**src/rtl/alu_idle_tester.sv**
```systemverilog
module alu_idle_tester #(
  parameter int WIDTH = 32,
  parameter int SLICE = 8,
  parameter int NVEC  = 20
) (
  input  logic             clk,
  input  logic             rst_n,
  input  logic             alu_idle,
  input  logic [WIDTH-1:0] pipe_a,
  input  logic [WIDTH-1:0] pipe_b,
  input  logic [2:0]       pipe_op,
  input  logic             clr_fault,
  input  logic [WIDTH-1:0] alu_y,
  output logic             test_mode,
  output logic [WIDTH-1:0] alu_a,
  output logic [WIDTH-1:0] alu_b,
  output logic [2:0]       alu_op,
  output logic             fault,
  output logic             done
);
  localparam int NSL = WIDTH / SLICE;
  localparam int SW  = (NSL > 1) ? $clog2(NSL) : 1;
  localparam int VW  = (NVEC > 1) ? $clog2(NVEC) : 1;

  localparam logic [2:0] OP_ADD = 3'd0;
  localparam logic [2:0] OP_SUB = 3'd1;
  localparam logic [2:0] OP_AND = 3'd2;
  localparam logic [2:0] OP_OR  = 3'd3;
  localparam logic [2:0] OP_XOR = 3'd4;

  function automatic logic [WIDTH-1:0] gen_a(input logic [VW-1:0] i);
    logic [31:0] s;
    s = (32'(i) + 32'd1) * 32'h9E37_79B9;
    if (32'(i) < 32'd5) return '1;
    return WIDTH'(s ^ {s[15:0], s[31:16]});
  endfunction

  function automatic logic [WIDTH-1:0] gen_b(input logic [VW-1:0] i);
    logic [31:0] s;
    s = 32'h7F4A_7C15 ^ (32'd1 << (32'(i) % 32)) ^ (32'(i) * 32'h0101_0101);
    if (32'(i) < 32'd5) return WIDTH'(1);
    return WIDTH'(s);
  endfunction

  function automatic logic [2:0] gen_op(input logic [VW-1:0] i);
    return 3'(32'(i) % 32'd5);
  endfunction

  logic [SW-1:0]    slice_q;
  logic [VW-1:0]    vec_q;
  logic             carry_q;
  logic             fault_q;
  logic             bad_q;
  logic             done_q;

  logic [WIDTH-1:0] cur_a, cur_b;
  logic [2:0]       cur_op;
  logic [SLICE-1:0] a_s, b_s, y_s;
  logic [SLICE:0]   mini;
  logic             cin, mismatch, last_slice, last_vec;

  assign cur_a  = gen_a(vec_q);
  assign cur_b  = gen_b(vec_q);
  assign cur_op = gen_op(vec_q);

  assign test_mode = alu_idle;
  assign alu_a  = test_mode ? cur_a  : pipe_a;
  assign alu_b  = test_mode ? cur_b  : pipe_b;
  assign alu_op = test_mode ? cur_op : pipe_op;

  assign a_s = cur_a[slice_q*SLICE +: SLICE];
  assign b_s = cur_b[slice_q*SLICE +: SLICE];
  assign y_s = alu_y[slice_q*SLICE +: SLICE];
  assign cin = (slice_q == '0) ? (cur_op == OP_SUB) : carry_q;

  always_comb begin
    case (cur_op)
      OP_ADD:  mini = {1'b0, a_s} + {1'b0, b_s} + {{SLICE{1'b0}}, cin};
      OP_SUB:  mini = {1'b0, a_s} + {1'b0, ~b_s} + {{SLICE{1'b0}}, cin};
      OP_AND:  mini = {1'b0, a_s & b_s};
      OP_OR:   mini = {1'b0, a_s | b_s};
      OP_XOR:  mini = {1'b0, a_s ^ b_s};
      default: mini = '0;
    endcase
  end

  assign mismatch   = alu_idle && (mini[SLICE-1:0] != y_s);
  assign last_slice = (slice_q == SW'(NSL - 1));
  assign last_vec   = (vec_q == VW'(NVEC - 1));

  always_ff @(posedge clk or negedge rst_n) begin
    if (!rst_n) begin
      slice_q <= '0;
      vec_q   <= '0;
      carry_q <= 1'b0;
      fault_q <= 1'b0;
      bad_q   <= 1'b0;
      done_q  <= 1'b0;
    end else begin
      done_q <= 1'b0;
      if (mismatch)       fault_q <= 1'b1;
      else if (clr_fault) fault_q <= 1'b0;
      if (alu_idle) begin
        carry_q <= mini[SLICE];
        if (last_slice) begin
          slice_q <= '0;
          if (last_vec) begin
            vec_q  <= '0;
            bad_q  <= 1'b0;
            done_q <= !(bad_q || mismatch);
          end else begin
            vec_q <= vec_q + 1'b1;
            bad_q <= bad_q || mismatch;
          end
        end else begin
          slice_q <= slice_q + 1'b1;
          bad_q   <= bad_q || mismatch;
        end
      end
    end
  end

  assign fault = fault_q;
  assign done  = done_q;

  assert_hold_R8: assert property (@(posedge clk) disable iff (!rst_n)
    !alu_idle |=> $stable(slice_q) && $stable(vec_q) && $stable(carry_q));
  assert_detect_R6: assert property (@(posedge clk) disable iff (!rst_n)
    mismatch |=> fault);
  assert_sticky_R6: assert property (@(posedge clk) disable iff (!rst_n)
    fault && !clr_fault |=> fault);
  assert_clear_R7: assert property (@(posedge clk) disable iff (!rst_n)
    clr_fault && !mismatch |=> !fault);
  assert_pulse_R9: assert property (@(posedge clk) disable iff (!rst_n)
    done |=> !done);
  assert_wrap_R3: assert property (@(posedge clk) disable iff (!rst_n)
    done |-> vec_q == '0 && slice_q == '0);
  assert_range_R3: assert property (@(posedge clk) disable iff (!rst_n)
    32'(vec_q) < NVEC);
endmodule

```
**config.mk**
```make
export PLATFORM = sky130hd
export DESIGN_NAME = alu_idle_tester
export DESIGN_NICKNAME = d
export VERILOG_FILES = /design/src/rtl/alu_idle_tester.sv
export SDC_FILE = /design/constraint.sdc
export NUM_CORES = 1
export LEC_CHECK = 0
export ABC_AREA = 1
export CAP_MARGIN = 10
export CORE_UTILIZATION = 52
export DETAILED_ROUTE_END_ITERATION = 10
export PLACE_DENSITY = 0.84
export SLEW_MARGIN = 10
export SYNTH_ARGS = -nofsm -noshare
export SYNTH_HDL_FRONTEND = slang
export SYNTH_SLANG_ARGS = --single-unit
```
**constraint.sdc**
```tcl
create_clock -name clk -period 10.4 [get_ports clk]
set_clock_uncertainty 0.1 [all_clocks]
set_input_delay 1.04 -clock clk [delete_from_list [all_inputs] [get_ports clk]]
set_output_delay 1.04 -clock clk [all_outputs]
set_load 0.05 [all_outputs]
```
==> results of run 1 <==
## layer usage
layer  vias up  track usage  share of wire  wire length, um
li1       3748            -              -                -
met1      3411       0.4227           0.41             9141
met2       366       0.5775           0.46            10320
met3        59      0.03217          0.081             1800
met4         0       0.1504          0.047             1043
met5         -            0              0                0
## cell type report
type	instances	area, um^2
repair buffers	179	1774
multi-input cells	870	5653
fillers	1199	4004
inverters	176	670.6
clock buffers	4	78.83
well taps	172	215.2
flip-flops and latches	11	275.3
## registers in the layout, indices dropped and copies added (netlist names)
signal and flops:
done 1, bad_q 1, slice_q 2, carry_q 1
vec_q 5, fault 1
## cell families after synthesis
group / count (synthesis)
AO/OA/AOI/OAI: 181
buffers and inverters: 219
XOR/XNOR: 57
adder cells (fa/ha/maj): 123
AND/OR/NAND/NOR: 509
flip-flops: 11
## cells in the final DEF (no fill, tap or decap), types with 6 or more instances in the layout
master and instances:
ha_1 88, nand2_4 6, nand2_1 338, nor2_1 62, inv_1 167, buf_4 7, o22ai_1 7, o31ai_1 7
nand4_1 9, a32oi_1 8, nand2_2 14, nand3b_1 9, nand3_1 40, clkdlybuf4s50_1 172, xnor2_1 16, nor3_1 6
fa_1 35, dfrtp_1 11, a21oi_1 62, o21ai_0 69, xor2_1 39
## worst max-delay path by stage
stage | from | endpoint | depth (start not counted)
4_1_cts | vec_q[2] | done | 42
5_1_grt | vec_q[2] | done | 43
2_1_floorplan | vec_q[2] | done | 46
3_3_place_gp | vec_q[2] | done | 44
6_report | vec_q[2] | done | 42
3_5_place_dp | vec_q[2] | done | 42
## worst min-delay path: cells and delay by family, from the launching register on
family | cells | cell delay [ns]
simple gates | 2 | 0.10
flops | 1 | 0.32
buf+inv | 1 | 0.05
## synthesized netlist by cell type, types with 4 or more instances
master / count
dfrtp_1: 11
or2_2: 4
inv_1: 168
nor2_1: 62
buf_1: 6
nand2_2: 14
nand3b_1: 9
xor2_1: 39
xnor2_1: 16
o211ai_1: 4
nand2_4: 6
o21ai_0: 69
nand3_1: 40
o22ai_1: 7
nand3_2: 5
nand4_1: 9
nand2_1: 338
a32oi_1: 8
o21bai_1: 4
fa_1: 35
clkbuf_1: 28
buf_2: 4
nor3_1: 6
ha_1: 88
o21ai_1: 4
a31oi_1: 4
o31ai_1: 7
nor2_8: 5
a21oi_1: 62
## metrics by stage
step                      cell area (um^2)  instances  hold WS (ns)  worst slack, ns
after detailed placement              8588       1408        0.4067            1.850
after global placement                8588       1408        0.3891            1.992
after CTS                             8667       1412        0.4127            1.768
final                                 8667       1412        0.4148            1.654
after global routing                  8667       1412        0.4310           0.9512
after floorplan                       6795       1100        0.3745            3.178
==> results by group, run 1 <==
Status
  – Status: finished, final reports clean

Floorplanning
  – Die Width: about 120 um
  – Die area: 13530 um^2
  – Site Rows: approximately 40
  – Initial core utilization: 0.5363
  – Die Span Y: ~120 um
  – Boundary Pins: approximately 170
  – CORE AREA: between 10000 and 15000 um^2

Detailed routing
  – Antenna Nets Post-Route: 0
  – Drt pass-1 iters: 5
  – WL per Instance: 15.80 um
  – DR vias: 7584
  – DRC: 0
  – DR iter-0 viols: around 470
  – Vias/cell: about 5.4
  – Post-Route WL: between 20000 and 25000 um

Setup path
  – CP most frequent cell: nand2_1
  – Critical Path End Type: flip-flop
  – Crit path launch type: flip-flop
  – Maximum single-stage delay on the critical path: ~0.6 ns
  – Reg-to-reg endpoint: done
  – CP Class: flip-flop to flip-flop
  – Cells on worst reg2reg path: 42
  – WP data required: ~10 ns
  – Reg-to-reg startpoint: vec_q[2]
  – Crit-path max FO: 14
  – Top delay family on crit path: adder cells
  – WP buf/inv: 6
  – Crit-path slowest cell: dfrtp_1
  – R2r setup slk: ~1.7 ns
  – Worst path arrival time: ~9 ns

STA
  – Final Hold Viols: 0
  – Worst Tran Pin Value: 0.8680 ns
  – Slew HR: 0.4164
  – Achievable Freq: 114.3 MHz
  – Finish-stage setup viols: 0
  – Fin crit period: slightly below 9 ns
  – RSZ-0062 raised after global routing: false
  – Max-slew violations: 0
  – Tcrit/Tclk final: 0.8410
  – Setup TNS: 0 ns

Placement
  – Number of port buffers: 172
  – Routability cong.: approximately 1
  – Dpl hpwl: 18860 um

Logic synthesis
  – Number of synthesized flops with an enable pin: 0
  – Number of synthesis warnings: 0
  – Syn Nets: ~1300
  – Synthesized cell area: about 6800 um^2
  – Asr flop ratio synth: 1.000
  – Compound-Gate Fraction of Synth Area: 0.1517
  – Adder-Cell Fraction of Synth Area: 0.2651
  – Top cell type's share of synthesized area: 0.1867
  – Post-synth top area cell: nand2_1
  – Synth Instances: 1100
  – Prevailing post-synth register cell: dfrtp_1
  – Multiplexer share of the synthesized area: 0
  – #FFs+latches synth: 11
  – Area contributors post-synth: nand2_1, ha_1, fa_1
  – Largest family of logic cells by synthesized area: simple AND/OR/NAND/NOR gates
  – Post-synthesis average cell area: between 6 and 7 um^2
  – Synth Area in Simple Gates: 0.3393
  – Post-synthesis sequential area ratio: 0.04051
  – Post-Synth XOR/XNOR Area: 0.07568
  – Number of library cell types mapped by synthesis: 50

Global routing
  – Global-route usage over all layers: 0.3348
  – First-pass GRT wire length: roughly 35000 um
  – Vias in the first global route: about 7200
  – Total grt overflow: 0
  – Largest net degree at the start of global routing: ~50
  – Initial antenna violation count: 0

Job
  – MaxCap Viol Count: 0

Final layout
  – Antenna cell count: 0
  – Syn-to-layout area delta: 27.55%
  – Fin util: 0.6840
  – Ratio of cells with drive above 1 in the final layout: 0.05000
  – Layout Nets: 1467

Clock tree
  – Root buffer cell: clkbuf_16
  – CTS tree: yes
  – Clock transition at path regs: about 0.04 ns
  – Post-CTS Resized: 0
  – Total CTS buffers: 3
  – Clock Latency Late Sink: approximately 0.24 ns
  – H-Tree Depth: 1
  – # hold bufs at CTS: 0
  – Clock sink total: 11
  – Postcts setup bufs: 0
  – CTS Buffer Depth: 2

Min path
  – Min-Delay Endpoint: done
  – Hold_sp: bad_q
  – Hold path cells: 3
  – Worst hold path type: flip-flop to flip-flop
Power of run 1 is not shown: default switching activity piles up to over one toggle a cycle in this logic, so the estimate is an artifact.
==> run 2: changes to the inputs <==
--- a/config.mk
+++ b/config.mk
@@ -7,9 +7,9 @@
 export LEC_CHECK = 0
 export ABC_AREA = 1
 export CAP_MARGIN = 10
-export CORE_UTILIZATION = 52
+export CORE_UTILIZATION = 47
 export DETAILED_ROUTE_END_ITERATION = 10
-export PLACE_DENSITY = 0.84
+export PLACE_DENSITY = 0.8
 export SLEW_MARGIN = 10
 export SYNTH_ARGS = -nofsm -noshare
 export SYNTH_HDL_FRONTEND = slang
==> constraint.sdc (replaced) <==
create_clock -name clk -period 7.9 [get_ports clk]
set_clock_uncertainty 0.1 [all_clocks]
set_input_delay 0.79 -clock clk [delete_from_list [all_inputs] [get_ports clk]]
set_output_delay 0.79 -clock clk [all_outputs]
set_load 0.05 [all_outputs]
==> run 2 against run 1 <==
Against the previous run:
- die area is 10% higher
- setup slack got worse by 1.2 ns
- critical path depth stayed put
- hold slack worse by 0.0089 ns
- fmax up 17%
- global-route usage down 3.3 points
- largest cell class unchanged
==> results by group, run 2 (same netlist as run 1, synthesis figures left out) <==
Placement
  – Routability cong.: 1.010 (+2.1%)
  – Number of port buffers: 172 (unchanged)
  – Dpl hpwl: 18920 um (+0.32%)

Setup path
  – Critical Path End Type: flip-flop
  – Reg-to-reg startpoint: vec_q[0]
  – Crit-path max FO: 5 (-9)
  – Worst path arrival time: 7.53 ns (-1.29 ns)
  – Worst setup path startpoint: vec_q[0]
  – Crit-path slowest cell: fa_1
  – CP Class: flip-flop to flip-flop
  – Maximum single-stage delay on the critical path: 0.55 ns (-0.05 ns)
  – WP data required: 7.97 ns (-2.50 ns)
  – CP most frequent cell: nand2_1
  – Cells on worst reg2reg path: 42 (unchanged)
  – Crit path launch type: flip-flop

Clock tree
  – Clock Latency Late Sink: 0.24 ns (about the same)
  – Clock transition at path regs: 0.04 ns (about the same)
  – Clock sink total: 11 (unchanged)
  – CTS Buffer Depth: 2 (unchanged)
  – H-Tree Depth: 1 (unchanged)
  – Total CTS buffers: 3 (unchanged)
  – Postcts setup bufs: 0 (unchanged)
  – Root buffer cell: clkbuf_16
  – CTS tree: yes

Global routing
  – Largest net degree at the start of global routing: 65 (+27%)
  – Initial antenna violation count: 0 (unchanged)
  – Global-route usage over all layers: 0.3019 (-0.03288)
  – Total grt overflow: 0 (unchanged)
  – First-pass GRT wire length: 35340 um (+0.16%)
  – Vias in the first global route: 7307 (+1.6%)

Detailed routing
  – DR vias: 7647 (+0.83%)
  – DR iter-0 viols: 521 (+12%)
  – DRC: 0 (unchanged)
  – Post-Route WL: 22510 um (+0.91%)
  – WL per Instance: 15.65 um (-0.92%)
  – Drt pass-1 iters: 5 (unchanged)
  – Antenna Nets Post-Route: 0 (unchanged)
  – Vias/cell: 5.318 (-0.99%)

STA
  – Finish-stage setup viols: 0 (unchanged)
  – Fin crit period: 7.453 ns (-1.293 ns)
  – Tcrit/Tclk final: 0.9434 (+0.1024)
  – Max-slew violations: 0 (unchanged)
  – Achievable Freq: 134.2 MHz (+17%)
  – Final Hold Viols: 0 (unchanged)
  – Worst Tran Pin Value: 0.9200 ns (+0.05193 ns)
  – Slew HR: 0.3815 (-0.03491)

Final layout
  – Layout Nets: 1485 (+1.2%)
  – Largest regs: vec_q x5, slice_q x2
  – Largest register by flop count: vec_q
  – Fin util: 0.6360 (-0.04806)
  – Syn-to-layout area delta: 30.92%
  – Largest register FFs: 5 (unchanged)
  – Ratio of cells with drive above 1 in the final layout: 0.07949 (+0.02949)
  – Antenna cell count: 0 (unchanged)
  – Commonest non-fill, non-tap cell in the layout: nand2_1
  – Most frequent cells in the layout: nand2_1, clkdlybuf4s50_1, inv_1, ha_1

Job
  – MaxCap Viol Count: 0 (unchanged)

Floorplanning
  – Die area: 14940 um^2 (+10%)
  – CORE AREA: 13990 um^2 (+10%)
  – Die Span Y: 122.2 um (+5.1%)
  – Boundary Pins: 173 (unchanged)
  – Site Rows: 43 (+4.9%)
  – Initial core utilization: 0.4858 (-0.05051)
  – Die Width: 122.2 um (+5.1%)

Status
  – Status: finished, final reports clean

Min path
  – Hold_sp: bad_q
  – Hold path cells: 3 (unchanged)
  – Worst hold path type: flip-flop to flip-flop
run 2: changes by cell type in the layout (fill, tap and decap cells not counted), moves of 3 or more:
cell,before,now
buf_4,7,27
o21ai_0,69,62
o21ai_1,4,9
a21oi_1,62,59
a21oi_2,0,3
ha_1,88,85
run 2: worst paths after layout:
path	to	slack, ns
hold / removal	done	0.41
max in group asynchronous	slice_q[1]	6.49
hold reg to reg	done	0.41
min in group asynchronous	slice_q[0]	0.83
setup / recovery	done	0.45
setup reg to reg	done	0.45
run 2: repair_timing:
item                       in CTS  in global routing
setup endpoints to repair       0                  4
hold buffers                    0                  0
gates resized for setup         0                 29
run 2: per-stage QoR:
stage | worst slack, ns | hold WS, ns | setup TNS (ns) | area, um^2 | std cells
2_1_floorplan | 0.6781 | 0.3745 | 0 | 6795 | 1100
3_3_place_gp | 0.2560 | 0.3898 | 0 | 8728 | 1434
3_5_place_dp | 0.2349 | 0.3992 | 0 | 8728 | 1434
4_1_cts | 0.1698 | 0.4043 | 0 | 8807 | 1438
5_1_grt | -0.05257 | 0.4262 | -0.1415 | 8896 | 1438
6_report | 0.4474 | 0.4059 | 0 | 8896 | 1438
run 2: critical path: cells and delay by family (launching register included):
kind	cells	cell delay, ns
compound gates	8	1.30
xor+xnor	3	0.55
fa+ha+maj	6	2.67
buf+inv	3	0.23
flops	1	0.42
simple gates	22	2.11
run 2: metal layers:
layer | part of all wire | wire (um) | vias up | GRT usage
met1 | 0.41 | 9125 | 3402 | 0.3674
li1 | - | - | 3790 | -
met4 | 0.049 | 1111 | 0 | 0.1509
met3 | 0.082 | 1857 | 66 | 0.03532
met5 | 0 | 0 | - | 0
met2 | 0.46 | 10420 | 389 | 0.5235
run 2: area by class of cell:
| class | instances | area [um^2] |
|---|---|---|
| clock buffer | 4 | 78.83 |
| inverter | 176 | 670.6 |
| multi-input combinational | 870 | 5742 |
| timing repair buffer | 197 | 1904 |
| sequential | 11 | 275.3 |
| tap | 180 | 225.2 |
| fill | 1333 | 5092 |
Power of run 2 is left out for the same reason.
